==> src/rtl/fpadd_pkg.sv <==
package fpadd_pkg;
  localparam int unsigned EXP_W  = 8;
  localparam int unsigned FRAC_W = 23;
  localparam int unsigned GRS_W  = 3;
  localparam int unsigned MANT_W = FRAC_W + 1;
  localparam int unsigned EXT_W  = MANT_W + GRS_W;
  localparam int unsigned WORD_W = 1 + EXP_W + FRAC_W;

  localparam logic [EXP_W-1:0]  EXP_MAX = '1;
  localparam logic [WORD_W-1:0] QNAN_WORD =
    {1'b0, {EXP_W{1'b1}}, 1'b1, {(FRAC_W-1){1'b0}}};

  // one operand after field decode
  typedef struct packed {
    logic              sign;
    logic [EXP_W-1:0]  exp_eff;
    logic [MANT_W-1:0] mant;
    logic              is_inf;
    logic              is_nan;
  } opnd_t;

  // state carried from the add stage to the round stage
  typedef struct packed {
    logic              special;
    logic [WORD_W-1:0] special_word;
    logic              special_inv;
    logic              sign;
    logic              zero_sign;
    logic [EXP_W-1:0]  exp_base;
    logic [EXT_W:0]    sum;
  } mid_t;
endpackage

==> src/rtl/fpadd_unpack.sv <==
module fpadd_unpack import fpadd_pkg::*; (
  input  logic [WORD_W-1:0] word,
  input  logic              flip,
  output opnd_t             opnd
);
  logic [EXP_W-1:0]  ef;
  logic [FRAC_W-1:0] fr;
  logic              ef_zero;

  always_comb begin
    ef      = word[WORD_W-2 -: EXP_W];
    fr      = word[FRAC_W-1:0];
    ef_zero = (ef == '0);
    opnd.sign    = word[WORD_W-1] ^ flip;
    opnd.is_nan  = (ef == EXP_MAX) && (fr != '0);
    opnd.is_inf  = (ef == EXP_MAX) && (fr == '0);
    // denormals and zero live at the minimum normal scale, no hidden one
    opnd.exp_eff = ef_zero ? EXP_W'(1) : ef;
    opnd.mant    = {!ef_zero, fr};
  end
endmodule

==> src/rtl/fpadd_align.sv <==
module fpadd_align import fpadd_pkg::*; (
  input  opnd_t op_x,
  input  opnd_t op_y,
  output mid_t  mid
);
  localparam int unsigned SH_W = $clog2(EXT_W + 1);

  logic              swap;
  logic              big_sign, lit_sign, eff_sub, any_nan, inf_clash;
  logic [EXP_W-1:0]  big_exp, lit_exp, gap;
  logic [MANT_W-1:0] big_mant, lit_mant;
  logic [SH_W-1:0]   gap_sat;
  logic [EXT_W-1:0]  big_ext, lit_ext, lit_al;
  logic [2*EXT_W-1:0] shwin;

  always_comb begin
    // order by magnitude so the subtraction never goes negative
    swap     = {op_y.exp_eff, op_y.mant} > {op_x.exp_eff, op_x.mant};
    big_sign = swap ? op_y.sign    : op_x.sign;
    lit_sign = swap ? op_x.sign    : op_y.sign;
    big_exp  = swap ? op_y.exp_eff : op_x.exp_eff;
    lit_exp  = swap ? op_x.exp_eff : op_y.exp_eff;
    big_mant = swap ? op_y.mant    : op_x.mant;
    lit_mant = swap ? op_x.mant    : op_y.mant;

    gap     = big_exp - lit_exp;
    gap_sat = (gap > EXP_W'(EXT_W)) ? SH_W'(EXT_W) : gap[SH_W-1:0];
    big_ext = {big_mant, {GRS_W{1'b0}}};
    lit_ext = {lit_mant, {GRS_W{1'b0}}};
    // lower half of the window collects everything shifted past the round bit
    shwin   = {lit_ext, {EXT_W{1'b0}}} >> gap_sat;
    lit_al  = shwin[2*EXT_W-1 -: EXT_W] | {{(EXT_W-1){1'b0}}, |shwin[EXT_W-1:0]};

    eff_sub = big_sign ^ lit_sign;
    mid.sum = eff_sub ? ({1'b0, big_ext} - {1'b0, lit_al})
                      : ({1'b0, big_ext} + {1'b0, lit_al});
    mid.exp_base  = big_exp;
    mid.sign      = big_sign;
    mid.zero_sign = op_x.sign & op_y.sign;

    any_nan   = op_x.is_nan | op_y.is_nan;
    inf_clash = op_x.is_inf & op_y.is_inf & (op_x.sign != op_y.sign);
    mid.special     = any_nan | op_x.is_inf | op_y.is_inf;
    mid.special_inv = !any_nan && inf_clash;
    if (any_nan || inf_clash)
      mid.special_word = QNAN_WORD;
    else if (op_x.is_inf)
      mid.special_word = {op_x.sign, EXP_MAX, {FRAC_W{1'b0}}};
    else
      mid.special_word = {op_y.sign, EXP_MAX, {FRAC_W{1'b0}}};
  end

  // magnitude ordering keeps the effective subtraction non-negative
  always_comb begin
    assert_nonneg_R4: assert (!eff_sub || (big_ext >= lit_al));
  end
endmodule

==> src/rtl/fpadd_round.sv <==
module fpadd_round import fpadd_pkg::*; (
  input  mid_t              mid,
  output logic [WORD_W-1:0] word,
  output logic              ovf,
  output logic              udf,
  output logic              inv
);
  localparam int unsigned LZ_W = $clog2(EXT_W);
  localparam int unsigned E_W  = EXP_W + 2;

  logic [LZ_W-1:0]  lz;
  logic [E_W-1:0]   shl, e_work, e_fin, e_base;
  logic [EXT_W-1:0] norm;
  logic [MANT_W:0]  rnd;
  logic             up;

  // leading-zero count of the in-range part; the highest set bit wins
  always_comb begin
    lz = LZ_W'(EXT_W - 1);
    for (int i = 0; i < EXT_W; i++)
      if (mid.sum[i]) lz = LZ_W'(EXT_W - 1 - i);
  end

  always_comb begin
    e_base = E_W'(mid.exp_base);
    shl    = '0;
    if (mid.sum[EXT_W]) begin
      // carry out of the add: one step right, keep the lost bit sticky
      norm   = mid.sum[EXT_W:1] | {{(EXT_W-1){1'b0}}, mid.sum[0]};
      e_work = e_base + E_W'(1);
    end else begin
      // left shift stops at the minimum exponent, leaving a denormal
      shl    = (E_W'(lz) < e_base - E_W'(1)) ? E_W'(lz) : e_base - E_W'(1);
      norm   = mid.sum[EXT_W-1:0] << shl;
      e_work = e_base - shl;
    end

    // nearest, ties to even on guard / round / sticky
    up    = norm[GRS_W-1] & (norm[GRS_W-2] | norm[0] | norm[GRS_W]);
    rnd   = {1'b0, norm[EXT_W-1:GRS_W]} + (MANT_W+1)'(up);
    e_fin = e_work;
    if (rnd[MANT_W]) begin
      rnd   = rnd >> 1;
      e_fin = e_work + E_W'(1);
    end

    ovf = 1'b0;
    udf = 1'b0;
    inv = 1'b0;
    if (mid.special) begin
      word = mid.special_word;
      inv  = mid.special_inv;
    end else if (mid.sum == '0) begin
      word = {mid.zero_sign, {(WORD_W-1){1'b0}}};
    end else if (e_fin >= E_W'(EXP_MAX)) begin
      word = {mid.sign, EXP_MAX, {FRAC_W{1'b0}}};
      ovf  = 1'b1;
    end else if (!rnd[MANT_W-1]) begin
      word = {mid.sign, {EXP_W{1'b0}}, rnd[FRAC_W-1:0]};
      udf  = 1'b1;
    end else begin
      word = {mid.sign, e_fin[EXP_W-1:0], rnd[FRAC_W-1:0]};
    end
  end
endmodule

==> src/rtl/fpadd_sp.sv <==
module fpadd_sp import fpadd_pkg::*; (
  input  logic              clk,
  input  logic              rst_n,
  input  logic              in_valid,
  output logic              in_ready,
  input  logic [WORD_W-1:0] in_a,
  input  logic [WORD_W-1:0] in_b,
  input  logic              in_sub,
  output logic              out_valid,
  input  logic              out_ready,
  output logic [WORD_W-1:0] out_sum,
  output logic              out_ovf,
  output logic              out_udf,
  output logic              out_inv
);
  localparam int unsigned N_OPND = 2;

  logic [WORD_W-1:0] raw  [N_OPND];
  logic              flip [N_OPND];
  opnd_t             opnd [N_OPND];

  assign raw[0]  = in_a;
  assign raw[1]  = in_b;
  assign flip[0] = 1'b0;
  assign flip[1] = in_sub;

  for (genvar g = 0; g < N_OPND; g++) begin : g_unpack
    fpadd_unpack u_unpack (.word(raw[g]), .flip(flip[g]), .opnd(opnd[g]));
  end

  mid_t mid_c, s1_mid;
  fpadd_align u_align (.op_x(opnd[0]), .op_y(opnd[1]), .mid(mid_c));

  logic              s1_valid, s1_ready, s2_ready;
  logic [WORD_W-1:0] r_word;
  logic              r_ovf, r_udf, r_inv;

  fpadd_round u_round (.mid(s1_mid), .word(r_word), .ovf(r_ovf), .udf(r_udf), .inv(r_inv));

  // each stage advances when the stage after it is empty or draining
  assign s2_ready = !out_valid || out_ready;
  assign s1_ready = !s1_valid || s2_ready;
  assign in_ready = s1_ready;

  always_ff @(posedge clk or negedge rst_n) begin
    if (!rst_n)        s1_valid <= 1'b0;
    else if (s1_ready) s1_valid <= in_valid;
  end

  always_ff @(posedge clk) begin
    if (s1_ready && in_valid) s1_mid <= mid_c;
  end

  always_ff @(posedge clk or negedge rst_n) begin
    if (!rst_n)        out_valid <= 1'b0;
    else if (s2_ready) out_valid <= s1_valid;
  end

  always_ff @(posedge clk) begin
    if (s2_ready && s1_valid) begin
      out_sum <= r_word;
      out_ovf <= r_ovf;
      out_udf <= r_udf;
      out_inv <= r_inv;
    end
  end

  assert_hold_R3: assert property (@(posedge clk) disable iff (!rst_n)
    (out_valid && !out_ready) |=> (out_valid && $stable(out_sum) && $stable(out_ovf)
                                   && $stable(out_udf) && $stable(out_inv)));

  assert_ready_R2: assert property (@(posedge clk) disable iff (!rst_n)
    out_ready |-> in_ready);

  assert_ovf_inf_R8: assert property (@(posedge clk) disable iff (!rst_n)
    (out_valid && out_ovf) |-> (out_sum[WORD_W-2:0] == {EXP_MAX, {FRAC_W{1'b0}}}));

  assert_flags_one_R8: assert property (@(posedge clk) disable iff (!rst_n)
    out_valid |-> ($countones({out_ovf, out_udf, out_inv}) <= 1));

  assert_inv_nan_R10: assert property (@(posedge clk) disable iff (!rst_n)
    (out_valid && out_inv) |-> (out_sum == QNAN_WORD));

  assert_udf_den_R6: assert property (@(posedge clk) disable iff (!rst_n)
    (out_valid && out_udf) |-> ((out_sum[WORD_W-2 -: EXP_W] == '0)
                                && (out_sum[FRAC_W-1:0] != '0)));
endmodule

==> config.mk <==
export PLATFORM = sky130hd
export DESIGN_NAME = fpadd_sp
export DESIGN_NICKNAME = d
export VERILOG_FILES = /design/src/rtl/fpadd_pkg.sv /design/src/rtl/fpadd_unpack.sv /design/src/rtl/fpadd_align.sv /design/src/rtl/fpadd_round.sv /design/src/rtl/fpadd_sp.sv
export SDC_FILE = /design/constraint.sdc
export NUM_CORES = 1
export LEC_CHECK = 0
export ABC_AREA = 1
export BUFFER_PORTS_ARGS = -buffer_cell sky130_fd_sc_hd__buf_2
export CORE_AREA = 2 2 285 202
export CTS_CLUSTER_DIAMETER = 50
export DETAILED_ROUTE_END_ITERATION = 16
export DIE_AREA = 0 0 287 204
export GPL_TIMING_DRIVEN = 0
export SYNTH_ARGS = -nofsm -noshare
export SYNTH_HDL_FRONTEND = slang
export SYNTH_SLANG_ARGS = --single-unit
==> constraint.sdc <==
create_clock -name clk -period 5.95 [get_ports clk]
set_clock_uncertainty 0.05 [all_clocks]
set_input_delay 0.595 -clock clk [delete_from_list [all_inputs] [get_ports clk]]
set_output_delay 0.595 -clock clk [all_outputs]
set_load 0.02 [all_outputs]
==> Word level (Yosys, flattened, before mapping) <==
Cells that the tools add are included.
{ "word_totals": {"reg_bits": 109, "inputBits": 69, "elab_cells": 116} }
{ "op_classes": {"addsub": 8, "order_cmp": 4, "eq_ne": 3, "shift": 2, "muxes": 48, "bitwise": 13, "reduce_logical": 25} }
{ "op_table": {"columns": ["operator", "count"], "rows": [
  ["5-bit 2-to-1 mux", 26],
  ["32-bit 2-to-1 mux", 3],
  ["24-bit 2-to-1 mux", 3],
  ["31-bit 2-to-1 mux", 2],
  ["27-bit by 1-bit OR with 27-bit output", 2],
  ["54-bit by 5-bit >> shifter with 54-bit output", 1],
  ["23-bit logical NOT", 2],
  ["23-bit nonzero test", 2],
  ["32-bit > comparator", 1],
  ["8-bit 2-to-1 mux", 4],
  ["10-bit 2-to-1 mux", 3],
  ["27-bit by 27-bit adder with 28-bit output", 1],
  ["28-bit logical NOT", 1],
  ["28-bit 2-to-1 mux", 1],
  ["27-bit by 27-bit subtractor with 28-bit output", 1],
  ["27-bit 2-to-1 mux", 1],
  ["27-bit OR reduction", 1],
  ["27-bit by 10-bit << shifter with 27-bit output", 1],
  ["24-bit by 1-bit adder with 25-bit output", 1],
  ["8-bit equality test, second input constant", 2],
  ["8-bit logical NOT", 2],
  ["10-bit by 1-bit adder with 10-bit output, second input constant", 1],
  ["10-bit by 8-bit >= comparator with 1-bit output, second input constant", 1],
  ["5-bit by 10-bit < comparator with 1-bit output", 1],
  ["16 further kinds", 39]
]} }

==> Logic depth before layout (Yosys ltp) <==
{ "logic_depth": {"depth_word": 39, "ltp_mapped": 59} }

==> Cells and area by module <==
A second synthesis with hierarchy kept.
{ "hier_totals": {"hier_cells": 2580, "area_unflattened_um2": 15707.6} }
{ "by_module_without_submodules": {"columns": ["module", "n_inst", "cells_per_inst", "area_per_inst_um2", "seq_area_each_um2"], "rows": [
  ["fpadd_align", 1, 1353, 6907.9, 0.0],
  ["fpadd_round", 1, 971, 4739.5, 0.0],
  ["fpadd_sp", 1, 120, 3311.9, 3263.1],
  ["fpadd_unpack", 2, 68, 374.1, 0.0]
]} }

==> Worst setup path after synthesis <==
Ideal clock, no wire load.
{ "synth_path": {"kind": "input to register", "startpoint": "in in_b[29]", "endpoint": "reg s1_mid[26] in the netlist's numbering (data pin)", "setup_ps": 259, "t_arrival_ps": 6985, "t_required_ps": 5641, "setup_slack_ps": -1345, "stages": 51, "path_cell_list": "nor4_1 -> nand2_1 -> ha_1 -> nand2_1 -> inv_1 -> nand3_1 -> nor4_1 -> nand3_1 -> nand2_2 -> inv_2 -> buf_4 -> nand2_1 -> o211ai_1 -> ha_1 -> a21o_1 -> nand2_1 -> nand3b_1 -> nand2_1 -> [... 15 more ...] -> inv_1 -> o31ai_1 -> a21oi_1 -> nor2_1 -> nor2_1 -> o21bai_1 -> nand3_1 -> nand2_1 -> a21boi_0 -> o21bai_1 -> a21oi_1 -> o31ai_1 -> nand3_1 -> nand2_1 -> nand3_1 -> o311ai_0 -> nand3_1 -> xor2_1"} }
{ "synth_rtl": {"columns": ["item", "line", "rtl"], "rows": [
  ["start, declared", "fpadd_sp.sv:7", "input logic [WORD_W-1:0] in_b,"],
  ["end signal, assigned", "fpadd_sp.sv:51", "if (s1_ready && in_valid) s1_mid <= mid_c;"],
  ["end, declared", "fpadd_sp.sv:31", "mid_t mid_c, s1_mid;"]
]} }

==> impl_metrics.py <==
metrics = {
    "clocking": {
        "clk_latency_ns": 0.37,
        "htreeDepth": 3,
        "cts_root_buf": "clkbuf_16",
        "cts.path.max_buffers": 2,
        "numCtsBuffers": 9,
        "cts_tree": "done",
        "clock_sinks": 79,
        "path_clk_slew_ns": 0.07,
    },
    "power_and_ir_drop": {
        "clkPwrFrac_pct": 11.4,
        "p_switching_mw": 2.84,
        "powerDensity_nw_per_um2": 284,
        "ir_drop_v": 0.000164,
        "total_power_mw": 5.33,
        "p_seq_share_pct": 16.2,
        "p_leak_nw": 8.74,
        "p_int_mw": 2.50,
        "combPwrFrac_pct": 72.3,
        "p_sw_share_pct": 53.2,
    },
    "min_path": {
        "worstHoldPathType": "in -> reg",
    },
    "synthesis": {
        "ys_types": 61,
        "syn_nets": 2416,
        "postSynthAreaPerCell_sq_um": 5.92,
        "synth_seq_area_share_pct": 17.8,
        "synthCells": 2248,
        "ys_ff_latch": 79,
        "synth-simple-area-share_pct": 44.1,
        "synth_edf_count": 77,
        "synthAdderAreaFrac_pct": 9.43,
        "synthMuxAreaShare_pct": 0.0753,
        "synth_xor_area_share_pct": 4.02,
        "synth_top_area_share_pct": 18.8,
        "yosys_warnings": 0,
        "synth_area_sq_um": 13300,
        "synth_compound_area_share_pct": 12.6,
        "synth_top_flop_cell": "edfxtp_1",
        "synth_top_family_by_area": "simple AND/OR/NAND/NOR gates",
        "synth_area_leaders": "nand2_1, edfxtp_1, nand3_1, ha_1, inv_1",
        "async_flop_share_pct": 2.53,
        "yosys.area.top_type": "nand2_1",
    },
    "floorplanning": {
        "start_util_pct": 23.7,
        "design.die.area_sq_um": 58500,
        "coreArea_sq_um": 56100,
        "fp.dieH_um": 204,
        "die_w_um": 287,
        "rows": 73,
        "ioPinCount": 106,
    },
    "final_layout": {
        "drive_gt1_share_pct": 28.5,
        "stdcell_count": 3278,
        "diodes": 0,
        "fillCellCount": 6069,
        "area_delta_synth_final_pct": 41.1,
        "final_common_cell": "nand2_1",
        "finalNetCount": 2691,
        "final_core_util_pct": 33.5,
        "layout_common_cells": "nand2_1, nand3_1, inv_1",
        "final_area_sq_um": 18800,
    },
    "worst_setup_path": {
        "cp_slowest_cell": "nor4_2",
        "path_class": "in -> reg",
        "cpPeakStageDelay_ns": 0.31,
        "end_kind": "register",
        "start_kind": "primary input",
        "crit_arrival_ns": 7.58,
        "crit_required_ns": 6.01,
        "critical_path_peak_fanout": 5,
    },
    "global_route": {
        "grt_first_pass_wirelength_um": 85600,
        "grt_max_degree": 43,
        "grt_pass1_vias": 14900,
        "track_usage_pct": 18.7,
        "antenna_found_initial": 0,
        "overflow": 0,
    },
    "placed_design": {
        "placed_cell_area_sq_um": 15100,
        "dpl.hpwl_um": 44500,
        "place_congestion": 1.01,
        "dp.cells": 3104,
        "port_buffers": 105,
    },
    "flow_run": {
        "cap_violations": 0,
    },
    "run_status": {
        "status": "finished, violations left",
        "violations": "negative setup slack",
    },
    "route": {
        "wl_per_cell_um": 17.6,
        "drt_wl_total_um": 57800,
        "post-route-drc-count": 0,
        "via_per_inst": 5.09,
        "vias": 16700,
        "first_pass_iters": 5,
        "drtIter0Drc": 1995,
        "postRouteAntennaNets": 0,
    },
    "sta": {
        "worst_pin_slew_ns": 1.27,
        "drv_slew": 0,
        "rsz0062_at_grt": "yes",
        "finalCritPeriodShare_pct": 126,
        "fmax_mhz": 133,
        "min_period_ns": 7.52,
        "slew_headroom_pct": 14.6,
        "hold_viol_final": 0,
        "setup_viol": 24,
        "whs_ns": 0.457,
        "timing.final.ws_setup_ns": -1.57,
    },
}
[power by group through the flow]
stage          Combinational [mW]  Clock (mW)  Sequential [mW]
6_report                     3.86       0.610            0.867
5_1_grt                      4.20       0.637            0.874
4_1_cts                      3.27       0.616            0.863
3_5_place_dp                 2.90           0            0.875
3_3_place_gp                 2.91           0            0.879
2_1_floorplan                2.06           0            0.891
[per-layer routing]
metal  track usage, %  share of wire [%]  vias to the layer above
met5                0                  0                        -
met2             26.0                 40                      796
met1             28.0                 47                     7825
met3             5.75                 12                       61
li1                 -                  -                     8019
met4             3.37                1.6                        0
[synth_stat cells, drive strengths merged (10+ instances only)]
library cell  instances
nor4                 26
nand4                54
a31oi                12
xor2                 46
nand3               345
a21oi                96
buf                  45
nor3                 22
ha                   97
xnor2                15
o21ai               140
nor2                174
nand2               677
nand3b               10
edfxtp               77
inv                 292
clkbuf               51
[area by class of cell]
cell class              count  area (sq um)  area share [%]
flip-flops and latches     79          2360            12.6
repair buffers            267          2050            10.9
plain buffers              91           677            3.61
multi-input cells        1777         11300            60.0
well taps                 750           938            5.00
clock buffers               9           225            1.20
clock inverters             7          87.6           0.467
inverters                 298          1160            6.17
[cells by family (layout without fill, tap and decap cells)]
logic type / Yosys count / after routing
and+or+nand+nor: 1318 / 1319
buffers and inverters: 394 / 672
AOI/OAI and AO/OA: 295 / 296
adders and majority gates: 99 / 99
DFF: 79 / 79
xor gates and xnor gates: 61 / 61
other: 1 / 1
muxes: 1 / 1
[final timing paths]
path	start	to	slack, ns	cells after the start
worst max register to register	s1_mid[1]	out_sum[15]	0.09	55
worst max-delay path	in_a[24]	s1_mid[26]	-1.57	51
max in group asynchronous	rst_n	out_valid	5.24	2
worst min-delay path	out_ready	out_valid	0.46	4
min in group asynchronous	rst_n	out_valid	0.51	2
worst min register to register	s1_mid[38]	out_inv	0.46	2
[flip-flops by register name, indices dropped and copies added (netlist names)]
register and cells:
out_ovf 1, out_udf 1, out_inv 1, out_sum 32, s1_mid 42, out_valid 1
s1_valid 1
[metrics by stage]
stage	setup WS, ns	setup TNS (ns)
finish	-1.57	-21.48
floorplan	-0.906	-6.62
global placement	-2.88	-72.45
global route	-1.95	-36.28
CTS	-1.34	-17.68
detailed placement	-2.87	-70.09
[critical path: cells and delay by family]
kind | cells | cell delay (ns)
buffers and inverters | 8 | 0.86
AOI/OAI and AO/OA | 13 | 1.94
xor gates and xnor gates | 2 | 0.38
and+or+nand+nor | 25 | 3.11
adders and majority gates | 3 | 0.67
[repair_timing]
item / 4_1_cts / 5_1_grt
pin swaps: 79 / 120
gates resized for setup: 224 / 284
hold buffers: 1 / 0
setup endpoints to repair: 61 / 60
endpoints found under the hold margin: 2 / 0
setup buffers: 83 / 82
cloned: 4 / 6
(Power assumes the default switching activity.)
